File: src/rtl/cic_pkg.sv
package cic_pkg;
  typedef enum logic [2:0] {
    RA_PEND   = 3'd0,
    RA_ENABLE = 3'd1,
    RA_CRIT   = 3'd2,
    RA_POL    = 3'd3,
    RA_TRIG   = 3'd4,
    RA_MASKED = 3'd5
  } reg_addr_e;
  localparam int unsigned ADDR_W = 3;
endpackage

File: src/rtl/cic_sync.sv
module cic_sync #(
  parameter int unsigned W = 32
) (
  input  logic         clk_i,
  input  logic         rst_ni,
  input  logic [W-1:0] d_i,
  output logic [W-1:0] q_o
);
  logic [W-1:0] meta_q, sync_q;
  always_ff @(posedge clk_i or negedge rst_ni) begin
    if (!rst_ni) begin
      meta_q <= '0;
      sync_q <= '0;
    end else begin
      meta_q <= d_i;
      sync_q <= meta_q;
    end
  end
  assign q_o = sync_q;
endmodule

File: src/rtl/cic_sense.sv
module cic_sense #(
  parameter int unsigned W = 32
) (
  input  logic         clk_i,
  input  logic         rst_ni,
  input  logic [W-1:0] sync_i,
  input  logic [W-1:0] pol_i,
  input  logic [W-1:0] trig_i,
  output logic [W-1:0] set_o
);
  logic [W-1:0] act, act_q;
  // active-high view after polarity inversion
  assign act = ~(sync_i ^ pol_i);

  always_ff @(posedge clk_i or negedge rst_ni) begin
    if (!rst_ni) act_q <= '0;
    else         act_q <= act;
  end

  for (genvar i = 0; i < W; i++) begin : g_bit
    assign set_o[i] = trig_i[i] ? (act[i] & ~act_q[i]) : act[i];
  end
endmodule

File: src/rtl/cic_out.sv
module cic_out #(
  parameter int unsigned W = 32
) (
  input  logic         clk_i,
  input  logic         rst_ni,
  input  logic [W-1:0] masked_i,
  input  logic [W-1:0] crit_i,
  output logic         norm_o,
  output logic         crit_o
);
  always_ff @(posedge clk_i or negedge rst_ni) begin
    if (!rst_ni) begin
      norm_o <= 1'b0;
      crit_o <= 1'b0;
    end else begin
      norm_o <= |(masked_i & ~crit_i);
      crit_o <= |(masked_i & crit_i);
    end
  end
endmodule

File: src/rtl/cascade_irq_ctrl.sv
module cascade_irq_ctrl
  import cic_pkg::*;
#(
  parameter int unsigned N_SRC = 32
) (
  input  logic              clk_i,
  input  logic              rst_ni,
  input  logic [N_SRC-1:0]  irq_i,
  input  logic              wr_en_i,
  input  logic [ADDR_W-1:0] addr_i,
  input  logic [N_SRC-1:0]  wdata_i,
  output logic [N_SRC-1:0]  rdata_o,
  output logic              irq_norm_o,
  output logic              irq_crit_o
);
  localparam int unsigned MSB = N_SRC - 1;

  logic [N_SRC-1:0] src_msb, src_sync, set_v, clr_v;
  logic [N_SRC-1:0] pend_q, en_q, crit_q, pol_q, trig_q, masked;

  // input n lands on register bit MSB-n
  for (genvar n = 0; n < N_SRC; n++) begin : g_map
    assign src_msb[MSB-n] = irq_i[n];
  end

  cic_sync #(.W(N_SRC)) u_sync (
    .clk_i(clk_i), .rst_ni(rst_ni), .d_i(src_msb), .q_o(src_sync)
  );

  cic_sense #(.W(N_SRC)) u_sense (
    .clk_i(clk_i), .rst_ni(rst_ni), .sync_i(src_sync),
    .pol_i(pol_q), .trig_i(trig_q), .set_o(set_v)
  );

  assign clr_v  = (wr_en_i && addr_i == RA_PEND) ? wdata_i : '0;
  assign masked = pend_q & en_q;

  always_ff @(posedge clk_i or negedge rst_ni) begin
    if (!rst_ni) begin
      pend_q <= '0;
      en_q   <= '0;
      crit_q <= '0;
      pol_q  <= '1;
      trig_q <= '0;
    end else begin
      pend_q <= (pend_q & ~clr_v) | set_v;  // set wins
      if (wr_en_i) begin
        case (addr_i)
          RA_ENABLE: en_q   <= wdata_i;
          RA_CRIT:   crit_q <= wdata_i;
          RA_POL:    pol_q  <= wdata_i;
          RA_TRIG:   trig_q <= wdata_i;
          default:   ;
        endcase
      end
    end
  end

  always_comb begin
    case (addr_i)
      RA_PEND:   rdata_o = pend_q;
      RA_ENABLE: rdata_o = en_q;
      RA_CRIT:   rdata_o = crit_q;
      RA_POL:    rdata_o = pol_q;
      RA_TRIG:   rdata_o = trig_q;
      RA_MASKED: rdata_o = masked;
      default:   rdata_o = '0;
    endcase
  end

  cic_out #(.W(N_SRC)) u_out (
    .clk_i(clk_i), .rst_ni(rst_ni), .masked_i(masked), .crit_i(crit_q),
    .norm_o(irq_norm_o), .crit_o(irq_crit_o)
  );
endmodule

File: config.mk
export PLATFORM = sky130hd
export DESIGN_NAME = cascade_irq_ctrl
export DESIGN_NICKNAME = d
export VERILOG_FILES = /design/src/rtl/cic_pkg.sv /design/src/rtl/cic_sync.sv /design/src/rtl/cic_sense.sv /design/src/rtl/cic_out.sv /design/src/rtl/cascade_irq_ctrl.sv
export SDC_FILE = /design/constraint.sdc
export NUM_CORES = 1
export LEC_CHECK = 0
export BUFFER_PORTS_ARGS = -buffer_cell sky130_fd_sc_hd__buf_2
export CAP_MARGIN = 20
export CORE_MARGIN = 10
export CORE_UTILIZATION = 53
export DETAILED_ROUTE_END_ITERATION = 12
export PLACE_DENSITY = 0.73
export REMOVE_ABC_BUFFERS = 1
export SYNTH_ARGS = -nofsm -noshare
export SYNTH_HDL_FRONTEND = slang
export SYNTH_SLANG_ARGS = --single-unit
File: constraint.sdc
create_clock -name clk_i -period 1.12 [get_ports clk_i]
set_clock_uncertainty 0.1 [all_clocks]
set_input_delay 0.112 -clock clk_i [delete_from_list [all_inputs] [get_ports clk_i]]
set_output_delay 0.112 -clock clk_i [all_outputs]
set_load 0.01 [all_outputs]
# Word level (Yosys, flattened, before mapping)
# Cells that the tools add are included.
# op_classes
n_lt_le_gt_ge	0
bitwise	73
n_div	0
muxes	34
n_reduce_logical	8
add_sub_neg	0
n_eq_ne	5
mul	0
shifts	0
# ops
operator	n
$pmux W32 S6	1
$and A32 B32 Y32	4
$not A32 Y32	3
$reduce_or A32 Y1	2
$and A1 B1 Y1	32
$mux W1	32
$mux W32	1
$not A1 Y1	32
$or A32 B32 Y32	1
$xor A32 B32 Y32	1
$reduce_and A2 Y1	4
$eq A3 B2 Y1 const B	2
$eq A3 B3 Y1 const B	2
$eq A3 B1 Y1 const B	1
$logic_not A3 Y1	1
$logic_and A1 B1 Y1	1
# totals
out_inout_bits	34
ramBits	0
latchBits	0
elab_cells	130
input_bits	70
register_bits	258
mem_bits_ro	0
mem_count	0

# Logic depth before layout (Yosys ltp)
# Gate-level depths: netlist of the first run.
# depth
ltp_word	6
ltp_mapped	6
depth_no_buf	4

# Hierarchy
# Synthesis of the first run repeated with hierarchy kept, for this count alone.
# unflattened
hier_cells	874
area_unflattened_um2	11309.6
# by_module_without_submodules
module	instances	cells_each	area_per_inst_um2
cascade_irq_ctrl	1	638	7927.6
cic_sync	1	64	1601.5
cic_sense	1	96	1321.3
cic_out	1	76	459.2

# Least setup slack after synthesis of the first run
# Ideal clock, no wire load.
# synth_path
path_type	input port to flip-flop
start	input port addr_i[1]
end	register en_q[10]
stages	5
n_path_buf	2
arrival_time_ps	1154
path_slack_ps	-261
path_cell_list	nor3b_2 and2_1 buf_2 buf_4 mux2_1
# synth_between
elab_chain_len	2
# synth_rtl
item	line_no	source
start, declared	cascade_irq_ctrl.sv:10	input logic [ADDR_W-1:0] addr_i,
$eq A3 B1 Y1	cascade_irq_ctrl.sv:48	case (addr_i)
$reduce_and A2 Y1 (no source line)	--	
end signal, assigned	cascade_irq_ctrl.sv:49	RA_ENABLE: en_q <= wdata_i;
end, declared	cascade_irq_ctrl.sv:19	logic [N_SRC-1:0] pend_q, en_q, crit_q, pol_q, trig_q, masked;
# Every way passes these cells.
# A chain may end at the register's enable or synchronous reset.

# Worst setup path after layout of the first run
# layout_path
start	register en_q[23]
end	output port rdata_o[23]
# layout_between
elab_chain_len	2
# layout_rtl
item	line_no	source
$and A32 B32 Y32	cascade_irq_ctrl.sv:36	assign masked = pend_q & en_q;
$pmux W32 S6 *	cascade_irq_ctrl.sv:60	case (addr_i)
end, declared	cascade_irq_ctrl.sv:12	output logic [N_SRC-1:0] rdata_o,
# Mark *: on every way between the ends. The rest lies on a longest branch, timed or not.

==> results by group, run 1 <==
Floorplanning
  – # IOs: 104
  – Die area: 0.0259 sq mm
  – Die H: 161 um
  – Core Footprint: 0.0195 sq mm
  – Starting Density: 53.9%
  – Core Rows: 51
  – Die X: 161 um

Timing
  – Hold Slack: -45.2 ps
  – Fmax: 540 MHz
  – Slew @ Worst Pin: 415 ps
  – Fin crit period: 1850 ps
  – Final hold vios: 13
  – Setup WS post-layout: -730 ps
  – RSZ-0062 raised after global routing: yes
  – Pins Over Slew Limit: 0
  – Fin crit share: 165%
  – Setup-failing EPs final: 51
  – Slew headroom: 72.4%

Synthesis
  – FF+latch count, synth: 258
  – Syn Area/Cell: 12.9 sq um
  – Share of the synthesized area in the top cell type: 53.7%
  – Seq/Total Area, Yosys: 61.7%
  – Largest area contributor in the netlist: dfrtp_1
  – EDFF count, synth: 0
  – Post-synthesis cell type count: 25
  – Async set or reset register ratio after synthesis: 100%
  – Synth area leaders: dfrtp_1 54%, mux2_1 14%, dfstp_2 8.0%
  – Cell count after synthesis: 819
  – Mapped Area: 0.0105 sq mm
  – YS warnings: 0
  – Post-synth top flop: dfrtp_1
  – Synth cell count leaders: 226 x dfrtp_1, 128 x mux2_1, 95 x nand2_1
  – Top-count cell post-synth: dfrtp_1

Drt
  – Post-detailed-route via-to-cell ratio: 5.91
  – Vias: 8768
  – Final wirelength: 34100 um
  – Post-route ant nets: 0
  – Avg WL per Cell: 23.0 um
  – 1st-iter DRT viols: 633
  – # DRC: 0
  – Pre-antenna DRT Iters: 5

Setup path
  – CP Data Required Time: 910 ps
  – WS Path Type: register to primary output
  – Critical Path Fanout Max: 3
  – Worst Setup End Kind: primary output
  – Critical Path AT: 1640 ps
  – Element type at the critical path start: register

Layout
  – Area growth from synthesis to layout: 49.3%
  – Layout cell share with drive strength beyond 1: 44.5%
  – Finished Layout Cells: 1484
  – Nets@finish: 1269
  – Ant diodes: 0

Power and ir drop
  – Psw: 8390 uW
  – Share of power burned in registers: 42.9%
  – Clk pwr share: 31.0%
  – Sw Share: 29.0%
  – Int Pwr: 20500 uW
  – VDD IR-drop max: 1.41 mV
  – Comb pwr share: 26.1%
  – Leakage: 0.00709 uW
  – Pwr per Cell Area: 1840 mW/mm^2

CTS
  – Clock transition at path regs: 60 ps
  – CTS tree: yes
  – Num CTS Buffers: 27
  – CTS hold repair buffers: 65
  – H-tree depth: 1
  – Latest clock arrival within the worst-skew pair: 540 ps
  – Root Driver: clkbuf_16
  – Clock tree buffer depth: 3
  – Sink Count: 258

Global routing
  – GR Util All Layers: 23.7%
  – First-pass GRT wire length: 49800 um
  – Vias in the first global route: 9276
  – Remaining Overflow, GRT: 0
  – Pin count of the biggest net entering global routing: 37
  – Initial antenna violation count: 1

Placed design
  – Port bufs: 103
  – # placed instances: 1296
  – Post-DP HPWL: 18300 um
  – Routability cong.: 0.830

Min path
  – Class of the worst hold path: input pin to asynchronous set/reset pin

Status
  – Status: finished with violations
  – Failing checks: hold timing, setup timing

Flow run
  – Max-cap violations: 0
-- metrics by stage --
step           worst slack [ps]  setup TNS (ps)  total power, uW  cell area, sq um  util, %
2_1_floorplan             -1580         -251420            14300             10300        -
3_3_place_gp               -476          -85110            16800             12500     64.2
3_5_place_dp               -507          -89430            17100             12500     64.2
4_1_cts                    -656          -19610            27500             15200     77.6
5_1_grt                    -777          -23740            30000             15700     80.6
6_report                   -730          -21490            28900             15700     80.6
-- worst max-delay path: stages, from the launching register on --
cell and delay [ps]:
dfrtp_1 410, buf_6 130, buf_6 120, a21oi_2 160
o211ai_1 110, buf_2 160
-- per-layer routing --
metal	track usage, %	up-vias	share of wire, %
met4	8.11	0	4.1
met2	41.0	420	50
met1	29.1	4496	38
met5	0	-	0
li1	-	3728	-
met3	4.58	124	7.5
-- state kept, by name (all words and copies together), names as in the netlist --
| register | cells |
|---|---|
| en_q | 32 |
| trig_q | 32 |
| u_sync.q_o | 32 |
| u_out.norm_o | 1 |
| u_sense.act_q | 32 |
| pend_q | 32 |
| pol_q | 32 |
| u_sync.meta_q | 32 |
| u_out.crit_o | 1 |
| crit_q | 32 |
-- worst paths after layout --
| path | startpoint | depth (start not counted) | slack [ps] | to |
|---|---|---|---|---|
| setup / recovery | en_q[23]$_DFFE_PN0P_ | 5 | -730 | rdata_o[23] |
| hold / removal | rst_ni | 2 | -50 | en_q[7]$_DFFE_PN0P_ |
| setup reg to reg | crit_q[0]$_DFFE_PN0P_ | 6 | -510 | u_out.crit_o$_DFF_PN0_ |
| hold reg to reg | u_sync.meta_q[12]$_DFF_PN0_ | 0 | 250 | u_sync.q_o[12]$_DFF_PN0_ |
| max in group asynchronous | rst_ni | 3 | 370 | pol_q[15]$_DFFE_PN1P_ |
| min in group clk_i | irq_i[10] | 2 | 100 | u_sync.meta_q[21]$_DFF_PN0_ |
-- placed cells by master (no fill, tap or decap), drive strengths merged --
cell | synthesis | final
nand4 | 9 | 9
clkinv | 0 | 9
bufinv | 0 | 2
inv | 32 | 33
dfrtp | 226 | 226
nor3 | 2 | 2
o211ai | 32 | 32
xnor2 | 32 | 32
dfstp | 32 | 32
and3b | 2 | 2
buf | 19 | 324
a22oi | 64 | 64
nor4 | 5 | 5
o22ai | 14 | 14
o2111ai | 1 | 1
nand2 | 95 | 95
a21oi | 32 | 32
dlygate4sd3 | 0 | 65
nand3b | 3 | 3
clkbuf | 20 | 37
nor3b | 3 | 3
mux2 | 128 | 128
nand3 | 32 | 32
and2 | 4 | 4
a22o | 32 | 32
clkinvlp | 0 | 1
-- power groups by stage --
stage / logic, uW / clock network, uW / registers (uW)
2_1_floorplan: 2240 / 0 / 12100
3_3_place_gp: 4650 / 0 / 12200
3_5_place_dp: 4820 / 0 / 12200
4_1_cts: 6430 / 8960 / 12200
5_1_grt: 8020 / 9470 / 12500
6_report: 7550 / 8950 / 12400
-- kinds of logic (layout without fill, tap and decap cells) --
group	Yosys count	after routing	share of synthesized area, %
AND/OR/NAND/NOR	155	155	6.85
AO/OA/AOI/OAI	175	175	11.9
buffers and inverters	71	471	3.18
XOR/XNOR	32	32	2.66
multiplexers	128	128	13.7
flip-flops	258	258	61.7
-- cell type report --
| cell class | instances | area, sq um |
|---|---|---|
| sequential | 258 | 6500 |
| multi-input combinational | 490 | 4470 |
| fill | 1008 | 3800 |
| timing repair buffer | 390 | 3420 |
| clock buffer | 36 | 759 |
| tap | 265 | 332 |
| clock inverter | 13 | 121 |
| inverter | 32 | 120 |
-- timing repair --
action	4_1_cts	5_1_grt
hold endpoints to repair	450	13
gates cloned	0	1
endpoints found under the setup margin	43	96
pin swaps	58	41
buffers inserted	62	20
resized for setup	141	101
(Power assumes the default switching activity.)
==> run 2, diff against run 1 <==
==> constraint.sdc (replaced) <==
create_clock -name clk_i -period 1.12 [get_ports clk_i]
set_clock_uncertainty 0.1 [all_clocks]
set_input_delay 0 -clock clk_i [delete_from_list [all_inputs] [get_ports clk_i]]
set_output_delay 0 -clock clk_i [all_outputs]
set_load 0.01 [all_outputs]
==> run 2 against run 1 <==
  * The flow still finishes with violations (hold timing, setup timing)
  * First-iteration DRC count up 17%
  * Worst setup slack better by 58 ps
  * Clock power up 2.5%
  * Flip-flop and latch count unchanged
  * Maximum frequency up 3.2%
  * Clock-buffer cell count up 8
  * Combinational power down 7.9%
  * Sequential share of layout area up 0.95 points
  * Die area unchanged
  * Sequential power about the same
  * Final area down 2.3%
  * Utilization down 1.9 points
  * Largest cell class unchanged
  * Highest routed layer unchanged
==> results by group, run 2 (synthesized netlist as in run 1, its figures left out) <==
Timing
  – Setup WS post-layout: -672 ps (+58.2 ps)
  – TNS Setup: -16160 ps (+5330 ps)
  – Fin crit share: 160% (-5.2 points)
  – Pins Over Slew Limit: 0 (unchanged)
  – Setup-failing EPs final: 40 (-22%)
  – Fmax: 558 MHz (+3.2%)
  – Fin crit period: 1790 ps (-58.2 ps)
  – RSZ-0062 raised after global routing: yes
  – Slew @ Worst Pin: 483 ps (+68.0 ps)
  – Slew headroom: 67.8% (-4.5 points)
  – Hold Slack: -18.4 ps (+26.8 ps)
  – Final hold vios: 56 (+43)

Global routing
  – Remaining Overflow, GRT: 0 (unchanged)
  – Vias in the first global route: 8739 (-5.8%)
  – First-pass GRT wire length: 47400 um (-4.9%)
  – GR Util All Layers: 22.3% (-1.4 points)
  – Initial antenna violation count: 3 (+2)
  – Pin count of the biggest net entering global routing: 71 (+92%)

CTS
  – Num CTS Buffers: 27 (unchanged)
  – Clock tree buffer depth: 3 (unchanged)
  – Sink Count: 258 (unchanged)
  – Latest clock arrival within the worst-skew pair: 530 ps (about the same)
  – H-tree depth: 1 (unchanged)
  – CTS tree: yes
  – Clock transition at path regs: 60 ps (about the same)
  – Root Driver: clkbuf_16

Floorplanning
  – Core Rows: 51 (unchanged)
  – # IOs: 104 (unchanged)
  – Starting Density: 53.9% (unchanged)
  – Core Footprint: 0.0195 sq mm (unchanged)
  – Die area: 0.0259 sq mm (unchanged)
  – Die X: 161 um (unchanged)
  – Die H: 161 um (unchanged)

Setup path
  – CP Data Required Time: 1020 ps (+110 ps)
  – Critical Path AT: 1690 ps (+50 ps)
  – Critical Path Fanout Max: 3 (unchanged)
  – Buf/Inv on CP: 2 (-1)
  – Worst Setup End Kind: primary output
  – Slowest-stage cell, CP: dfrtp_1
  – Cell Chain, Critical Path: buf_6 -> a22oi_2 -> o211ai_1 -> buf_2
  – Element type at the critical path start: register
  – Crit path from: crit_q[22]$_DFFE_PN0P_
  – WS Path Type: register to primary output
  – Max incr delay on CP: 390 ps (-20 ps)
  – Critical path's top delay family: compound AO/OA/AOI/OAI gates
  – Worst R2R Start: en_q[22]$_DFFE_PN0P_

Layout
  – Layout cell share with drive strength beyond 1: 41.4% (-3.2 points)
  – Most frequent cells in the layout: 226 x dfrtp_1, 119 x mux2_1, 119 x buf_4
  – Finished Layout Cells: 1474 (-0.67%)
  – Area growth from synthesis to layout: 45.9%
  – Most common cell after layout, fill and taps aside: dfrtp_1
  – Nets@finish: 1256 (-1.0%)

Placed design
  – # placed instances: 1280 (-1.2%)
  – Post-DP HPWL: 17700 um (-3.1%)
  – Routability cong.: 0.823 (-0.83%)
  – Port bufs: 103 (unchanged)

Power and ir drop
  – Leakage: 0.00692 uW (-2.3%)
  – VDD IR-drop max: 1.38 mV (-2.0%)
  – Pwr per Cell Area: 1850 mW/mm^2 (+0.87%)

Status
  – Status: finished with violations
  – Failing checks: hold timing, setup timing

Drt
  – Avg WL per Cell: 21.6 um (-6.0%)
  – Pre-antenna DRT Iters: 5 (unchanged)
  – 1st-iter DRT viols: 741 (+17%)
  – Vias: 8431 (-3.8%)
  – # DRC: 0 (unchanged)
  – Final wirelength: 31800 um (-6.7%)
  – Post-detailed-route via-to-cell ratio: 5.72 (-3.2%)
  – Post-route ant nets: 0 (unchanged)

Flow run
  – Max-cap violations: 0 (unchanged)

Min path
  – Class of the worst hold path: input pin to asynchronous set/reset pin
==> run 2: cell count changes in the layout (fill, tap and decap cells not counted), sizes merged <==
cell | previous run | this run
buf | 324 | 307
inv | 33 | 32
dlymetal6s4s | 0 | 2
clkbuf | 37 | 44
clkinvlp | 1 | 0
diode | 0 | 3
clkinv | 9 | 3
dlygate4sd3 | 65 | 68
==> run 2: path summary, 6_finish.rpt <==
path	to	slack (ps)	cells after the start
worst max register to register	u_out.crit_o$_DFF_PN0_	-460	6
worst min register to register	u_sync.q_o[23]$_DFF_PN0_	240	0
max in group asynchronous	pol_q[0]$_DFFE_PN1P_	100	4
worst max-delay path	rdata_o[22]	-670	4
min in group clk_i	u_sync.meta_q[29]$_DFF_PN0_	10	2
worst min-delay path	u_sync.meta_q[18]$_DFF_PN0_	-20	3
==> run 2: area by class of cell <==
cell class | instances | area, sq um
clock inverter | 5 | 75.1
antenna | 3 | 7.51
tap | 265 | 332
inverter | 32 | 120
multi-input combinational | 490 | 4310
sequential | 258 | 6500
timing repair buffer | 377 | 3190
fill | 1048 | 4160
clock buffer | 44 | 840
==> run 2: per-layer routing <==
layer / wire length (um) / vias up / global-route usage, %
met4: 1110 / 0 / 7.49
met1: 13000 / 4256 / 29.3
li1: - / 3709 / -
met5: 0 / - / 0
met2: 15800 / 376 / 36.9
met3: 1930 / 90 / 3.58
==> run 2: power breakdown <==
group          internal (uW)  switching (uW)
Sequential             11100            1270
Combinational           3890            3060
Clock                   5540            3630
Total                  20500            7950
==> run 2: stage by stage <==
step / power [uW] / utilization, % / hold slack, ps / area (sq um) / setup slack, ps
floorplan: 14300 / - / -396 / 10300 / -1470
detailed placement: 16900 / 63.2 / -278 / 12300 / -420
global placement: 16700 / 63.2 / -276 / 12300 / -431
finish: 28500 / 78.7 / -18.4 / 15400 / -672
CTS: 27500 / 76.2 / -24.3 / 14900 / -550
global route: 29600 / 78.7 / 0.695 / 15400 / -719
==> run 2: timing repair <==
action,4_1_cts,5_1_grt
endpoints found under the hold margin,450,2
gates resized for setup,125,68
gates cloned,0,0
pin swaps,50,36
hold buffers,68,2
setup buffers,49,26
endpoints found under the setup margin,38,62
==> run 2: worst reg2reg max path: cells and delay by family (launching register included) <==
family,cells,cell delay (ps)
flops,1,390
buf+inv,2,330
simple gates,4,640
